===== config.mk =====
export PLATFORM = sky130hd
export DESIGN_NAME = fp_pred_cmp
export DESIGN_NICKNAME = d
export VERILOG_FILES = /design/src/rtl/fp_pred_cmp_pkg.sv /design/src/rtl/fp_opnd_class.sv /design/src/rtl/fp_rel_core.sv /design/src/rtl/fp_pred_cmp.sv
export SDC_FILE = /design/constraint.sdc
export NUM_CORES = 1
export LEC_CHECK = 0
export BUFFER_PORTS_ARGS = -buffer_cell sky130_fd_sc_hd__buf_2
export CAP_MARGIN = 30
export CORE_MARGIN = 10
export CORE_UTILIZATION = 50
export DETAILED_ROUTE_END_ITERATION = 6
export HOLD_SLACK_MARGIN = 0.03
export PLACE_DENSITY = 0.93
export SYNTH_ARGS = -nofsm -noshare
export SYNTH_HDL_FRONTEND = slang
export SYNTH_HIERARCHICAL = 1
export SYNTH_SLANG_ARGS = --single-unit

===== constraint.sdc =====
create_clock -name clk -period 3.3 [get_ports clk]
set_input_delay 0.66 -clock clk [delete_from_list [all_inputs] [get_ports clk]]
set_output_delay 0.66 -clock clk [all_outputs]
set_load 0.005 [all_outputs]

===== src/rtl/fp_pred_cmp_pkg.sv =====
package fp_pred_cmp_pkg;
    localparam int FP_W   = 64;
    localparam int EXP_W  = 11;
    localparam int FRAC_W = 52;
    localparam int CODE_W = 3;

    typedef enum logic [CODE_W-1:0] {
        P_EQ    = 3'd0,
        P_LT    = 3'd1,
        P_LE    = 3'd2,
        P_UNORD = 3'd3,
        P_NE    = 3'd4,
        P_NLT   = 3'd5,
        P_NLE   = 3'd6,
        P_ORD   = 3'd7
    } pred_e;

    typedef struct packed {
        logic is_nan;
        logic is_zero;
        logic sign;
        logic [FP_W-2:0] mag;
    } opnd_t;

    typedef struct packed {
        logic eq;
        logic lt;
        logic un;
    } rel_t;

    typedef struct packed {
        logic            vld;
        logic [FP_W-1:0] mask;
    } out_t;
endpackage


===== src/rtl/fp_opnd_class.sv =====
module fp_opnd_class
    import fp_pred_cmp_pkg::*;
#(
    parameter int W  = FP_W,
    parameter int EW = EXP_W,
    parameter int FW = FRAC_W
) (
    input  logic [W-1:0] val,
    output opnd_t        cls
);
    localparam int EXP_LO = FW;
    localparam int EXP_HI = FW + EW - 1;

    logic exp_ones;
    logic frac_nz;

    always_comb begin
        exp_ones    = &val[EXP_HI:EXP_LO];
        frac_nz     = |val[FW-1:0];
        cls.is_nan  = exp_ones & frac_nz;
        cls.is_zero = ~|val[W-2:0];
        cls.sign    = val[W-1];
        cls.mag     = val[W-2:0];
    end
endmodule


===== src/rtl/fp_rel_core.sv =====
module fp_rel_core
    import fp_pred_cmp_pkg::*;
(
    input  opnd_t a,
    input  opnd_t b,
    output rel_t  rel
);
    logic both_zero;
    logic mag_lt;
    logic mag_eq;
    logic ord_lt;

    always_comb begin
        both_zero = a.is_zero & b.is_zero;
        mag_lt    = a.mag < b.mag;
        mag_eq    = a.mag == b.mag;
        if (both_zero)
            ord_lt = 1'b0;
        else if (a.sign != b.sign)
            ord_lt = a.sign;
        else if (a.sign)
            ord_lt = ~mag_lt & ~mag_eq;
        else
            ord_lt = mag_lt;

        rel.un = a.is_nan | b.is_nan;
        rel.eq = ~rel.un & (both_zero | (mag_eq & (a.sign == b.sign)));
        rel.lt = ~rel.un & ord_lt;
    end
endmodule


===== src/rtl/fp_pred_cmp.sv =====
module fp_pred_cmp
    import fp_pred_cmp_pkg::*;
(
    input  logic              clk,
    input  logic              rst_n,
    input  logic              in_vld,
    input  logic [FP_W-1:0]   op_a,
    input  logic [FP_W-1:0]   op_b,
    input  logic [CODE_W-1:0] pred,
    output logic              out_vld,
    output logic [FP_W-1:0]   mask
);
    opnd_t cls_a, cls_b;
    rel_t  rel;
    logic  hit;
    out_t  st_d, st_q;

    fp_opnd_class u_cls_a (.val(op_a), .cls(cls_a));
    fp_opnd_class u_cls_b (.val(op_b), .cls(cls_b));
    fp_rel_core   u_rel   (.a(cls_a), .b(cls_b), .rel(rel));

    always_comb begin
        unique case (pred_e'(pred))
            P_EQ:    hit = rel.eq;
            P_LT:    hit = rel.lt;
            P_LE:    hit = rel.lt | rel.eq;
            P_UNORD: hit = rel.un;
            P_NE:    hit = ~rel.eq;
            P_NLT:   hit = ~rel.lt;
            P_NLE:   hit = ~(rel.lt | rel.eq);
            P_ORD:   hit = ~rel.un;
            default: hit = 1'b0;
        endcase
        st_d.vld  = in_vld;
        st_d.mask = {FP_W{hit}};
    end

    always_ff @(posedge clk or negedge rst_n) begin
        if (!rst_n) st_q <= '0;
        else        st_q <= st_d;
    end

    assign out_vld = st_q.vld;
    assign mask    = st_q.mask;
endmodule


==> results.yml <==
die:
  initial_core_util: 0.517
  fp.dieH_um: 104
  top_level_ports: 199
  core_region_area_mm2: 0.00679
  die_width_um: 104
  fp-row-count: 30
  floorplan.die_area_mm2: 0.0108
power_and_ir_drop:
  static-leakage-power_nw: 1.96
  worst_ir_drop_vdd_mv: 0.0942
  power.density_mw_per_mm2: 186
global_routing:
  track_usage: 0.170
  maximum_number_of_pins_on_one_net_before_global_route_repair: 65
  grt_pass1_wl_um: 15600
  global_route_overflow: 0
  antenna_found_initial: 1
  first_global_vias: 3173
clocking:
  ctsHtreeMaxLevel: 1
  tritoncts_num_sinks: 2
  cts_root_buf: "sky130_fd_sc_hd__clkbuf_8"
  cts_buffers: 3
  cts-root-to-sink-buffers: 2
  clk_pin_slew_ns: 0.03
  cts_tree: "done"
  post_cts_hold_buffer_count: 0
worst_setup_path:
  worst_setup_path_end_kind: "flip-flop"
  criticalPathCategory: "primary input to flip-flop"
  critical_path.endpoint: "mask[0]"
  crit_path_start: "op_b[54]"
  cp_max_fo: 3
  critical_path.startpoint_type: "primary input"
  cp.arrival_ns: 3.22
  critPathRequiredTime_ns: 3.39
synthesis:
  synth_top_cell_by_area: "sky130_fd_sc_hd__buf_4"
  synth.lib_cells_used.distinct: 34
  post_synthesis_sequential_element_count: 2
  synthesized_netlist_net_count: 680
  yosysSeqAreaShare: 0.0142
  synthesis.yosys.warnings: 6
  yosys.area_share.xor_xnor: 0.00499
  leading_post_synthesis_cells_by_cell_area: "sky130_fd_sc_hd__buf_4, sky130_fd_sc_hd__ha_1, sky130_fd_sc_hd__inv_1"
  synth-async-reset-ratio: 1.00
  synth_simple_gate_area_frac: 0.184
  post_synth_mux_area_share: 0.00427
  synthesized_area_mm2: 0.00351
  synthesis.area_per_instance_um2: 7.27
  synth_ff_type: "sky130_fd_sc_hd__dfrtp_1"
  synth_top_family_by_area: "buffers and inverters"
  synthAdderAreaFrac: 0.224
  syn-instance-count: 483
  area_fraction_in_compound_gates_after_synthesis: 0.0890
  synth_top_cell_area_share: 0.408
  synth-edff-count: 0
timing:
  number_of_pins_with_negative_max_slew_slack_in_the_final_report: 0
  layout_min_cycle_time_ns: 3.14
  slew_headroom: 0.682
  report.final.setup_viol: 0
  hold_viol_final: 0
  timing.final.crit_share: 0.951
  grt_setup_unrepaired: "no"
  worstMarginPinSlew_ns: 0.471
  clock.fmax_mhz: 319
drt:
  number_of_remaining_drc_errors: 0
  number_of_optimization_iterations_in_the_first_detailed_route_pass: 4
  violation_count_after_the_first_detailed_routing_iteration: 145
  detail_route.wirelength_um: 9940
  number_of_vias_per_cell: 4.92
  vias: 2937
  route.antenna.remaining_nets: 0
  avgRoutedWirePerCell_um: 16.6
finish:
  nNetsFinal: 700
  antenna_cells_inserted: 0
  postLayoutCoreUtil: 0.488
  final_cell_count_no_fill: 597
  fraction_of_layout_cells_with_a_size_suffix_above_1: 0.443
  area_growth_syn_to_layout_pct: -5.70
placement:
  hpwlAfterDp_um: 9250
  port_buffers: 198
  place_inst: 593
  globalplace.congestion: 0.906
flow_run:
  timing.max_cap.violations: 0
hold_path:
  hp-class: "primary input to async pin"
outcome:
  outcome: "completed"
==> routing by layer <==
metal	track usage	vias up	routed length (um)	part of all wire
met1	0.175	1322	3820	0.38
li1	-	1512	-	-
met5	0	-	13	0.0013
met2	0.341	95	5500	0.55
met3	0.0341	6	536	0.054
met4	0.0358	2	67	0.0067
==> worst min-delay path by stage <==
stage          endpoint  slack [ns]  cells past startpoint
4_1_cts         mask[0]        0.24                      1
3_5_place_dp    out_vld        0.46                      1
5_1_grt         out_vld        0.24                      1
6_report        mask[0]        0.24                      1
3_3_place_gp    out_vld        0.46                      1
2_1_floorplan   mask[0]        0.36                      0
==> layout make-up <==
type	instances	area, um2
Sequential cell	2	50.0
Multi-Input combinational cell	224	1800
Tap cell	96	120
Clock buffer	3	41.3
Timing Repair Buffer	206	1050
Inverter	66	248
Fill cell	697	3480
==> synth_stat cells, types with 2 or more instances <==
cell type / number
sky130_fd_sc_hd__a211oi_1: 3
sky130_fd_sc_hd__nand3_1: 12
sky130_fd_sc_hd__inv_1: 66
sky130_fd_sc_hd__nor2_1: 8
sky130_fd_sc_hd__o211ai_1: 3
sky130_fd_sc_hd__nor4_2: 6
sky130_fd_sc_hd__nand4_1: 18
sky130_fd_sc_hd__and4_1: 3
sky130_fd_sc_hd__a221oi_1: 3
sky130_fd_sc_hd__nor4_1: 30
sky130_fd_sc_hd__buf_4: 191
sky130_fd_sc_hd__xnor2_1: 2
sky130_fd_sc_hd__nand2_1: 18
sky130_fd_sc_hd__a21o_1: 2
sky130_fd_sc_hd__ha_1: 63
sky130_fd_sc_hd__dfrtp_1: 2
sky130_fd_sc_hd__nor3_1: 5
sky130_fd_sc_hd__o21ai_0: 6
sky130_fd_sc_hd__a21oi_1: 27
==> repair_timing <==
item                       in CTS  in global routing
pin swaps                       0                  2
resized for setup               1                  1
buffers inserted                0                  1
hold endpoints to repair        0                  0
setup endpoints to repair       1                  1
==> flip-flops by register name, indices dropped and copies added, names as in the netlist <==
| signal | flops |
|---|---|
| mask | 1 |
| out_vld | 1 |
==> cells in the final DEF (no fill, tap or decap), types with 3 or more instances in the layout <==
cell,count
sky130_fd_sc_hd__a211oi_1,3
sky130_fd_sc_hd__a21oi_1,27
sky130_fd_sc_hd__a221oi_1,3
sky130_fd_sc_hd__and4_1,3
sky130_fd_sc_hd__buf_2,198
sky130_fd_sc_hd__buf_4,8
sky130_fd_sc_hd__clkbuf_8,3
sky130_fd_sc_hd__ha_1,63
sky130_fd_sc_hd__inv_1,66
sky130_fd_sc_hd__nand2_1,18
sky130_fd_sc_hd__nand3_1,12
sky130_fd_sc_hd__nand4_1,18
sky130_fd_sc_hd__nor2_1,8
sky130_fd_sc_hd__nor3_1,5
sky130_fd_sc_hd__nor4_1,30
sky130_fd_sc_hd__nor4_2,5
sky130_fd_sc_hd__o211ai_1,3
sky130_fd_sc_hd__o21ai_0,6
==> report_power, final <==
group	leakage (nW)	switching (W)	total [W]	internal, W
clock	0.0216	0.0000185	0.0000955	0.0000770
combinational	1.92	0.000257	0.000491	0.000234
sequential	0.0233	0.00000107	0.0000284	0.0000273
==> kinds of logic after synthesis <==
| logic type | Yosys count |
|---|---|
| multiplexers | 1 |
| buffers and inverters | 257 |
| AO/OA/AOI/OAI | 50 |
| adder cells (fa/ha/maj) | 63 |
| XOR/XNOR | 2 |
| flip-flops | 2 |
| AND/OR/NAND/NOR | 108 |
==> critical path: stages <==
cell,delay (ns)
sky130_fd_sc_hd__buf_2,0.10
sky130_fd_sc_hd__inv_1,0.04
sky130_fd_sc_hd__ha_1,0.32
sky130_fd_sc_hd__nand4_1,0.19
sky130_fd_sc_hd__nor4_4,0.33
sky130_fd_sc_hd__nand4_1,0.18
sky130_fd_sc_hd__nor4_2,0.22
sky130_fd_sc_hd__a221oi_1,0.17
sky130_fd_sc_hd__a21o_1,0.22
sky130_fd_sc_hd__a2111oi_4,0.38
sky130_fd_sc_hd__and3b_2,0.24
sky130_fd_sc_hd__a221oi_2,0.04
sky130_fd_sc_hd__xnor2_1,0.13
==> through the flow <==
step / power [W] / TNS [ns] / hold slack (ns) / instance area [um2] / setup WS (ns)
4_1_cts: 0.000620 / 0 / 0.237 / 3290 / 0.00580
2_1_floorplan: 0.000513 / 0 / 0.364 / 3510 / 0.168
6_report: 0.000615 / 0 / 0.239 / 3310 / 0.162
3_3_place_gp: 0.000502 / -0.00476 / 0.457 / 3240 / -0.00476
3_5_place_dp: 0.000519 / -0.263 / 0.457 / 3240 / -0.263
5_1_grt: 0.000679 / 0 / 0.239 / 3310 / 0.0243
Note: power is estimated with default switching activity, not from simulation.
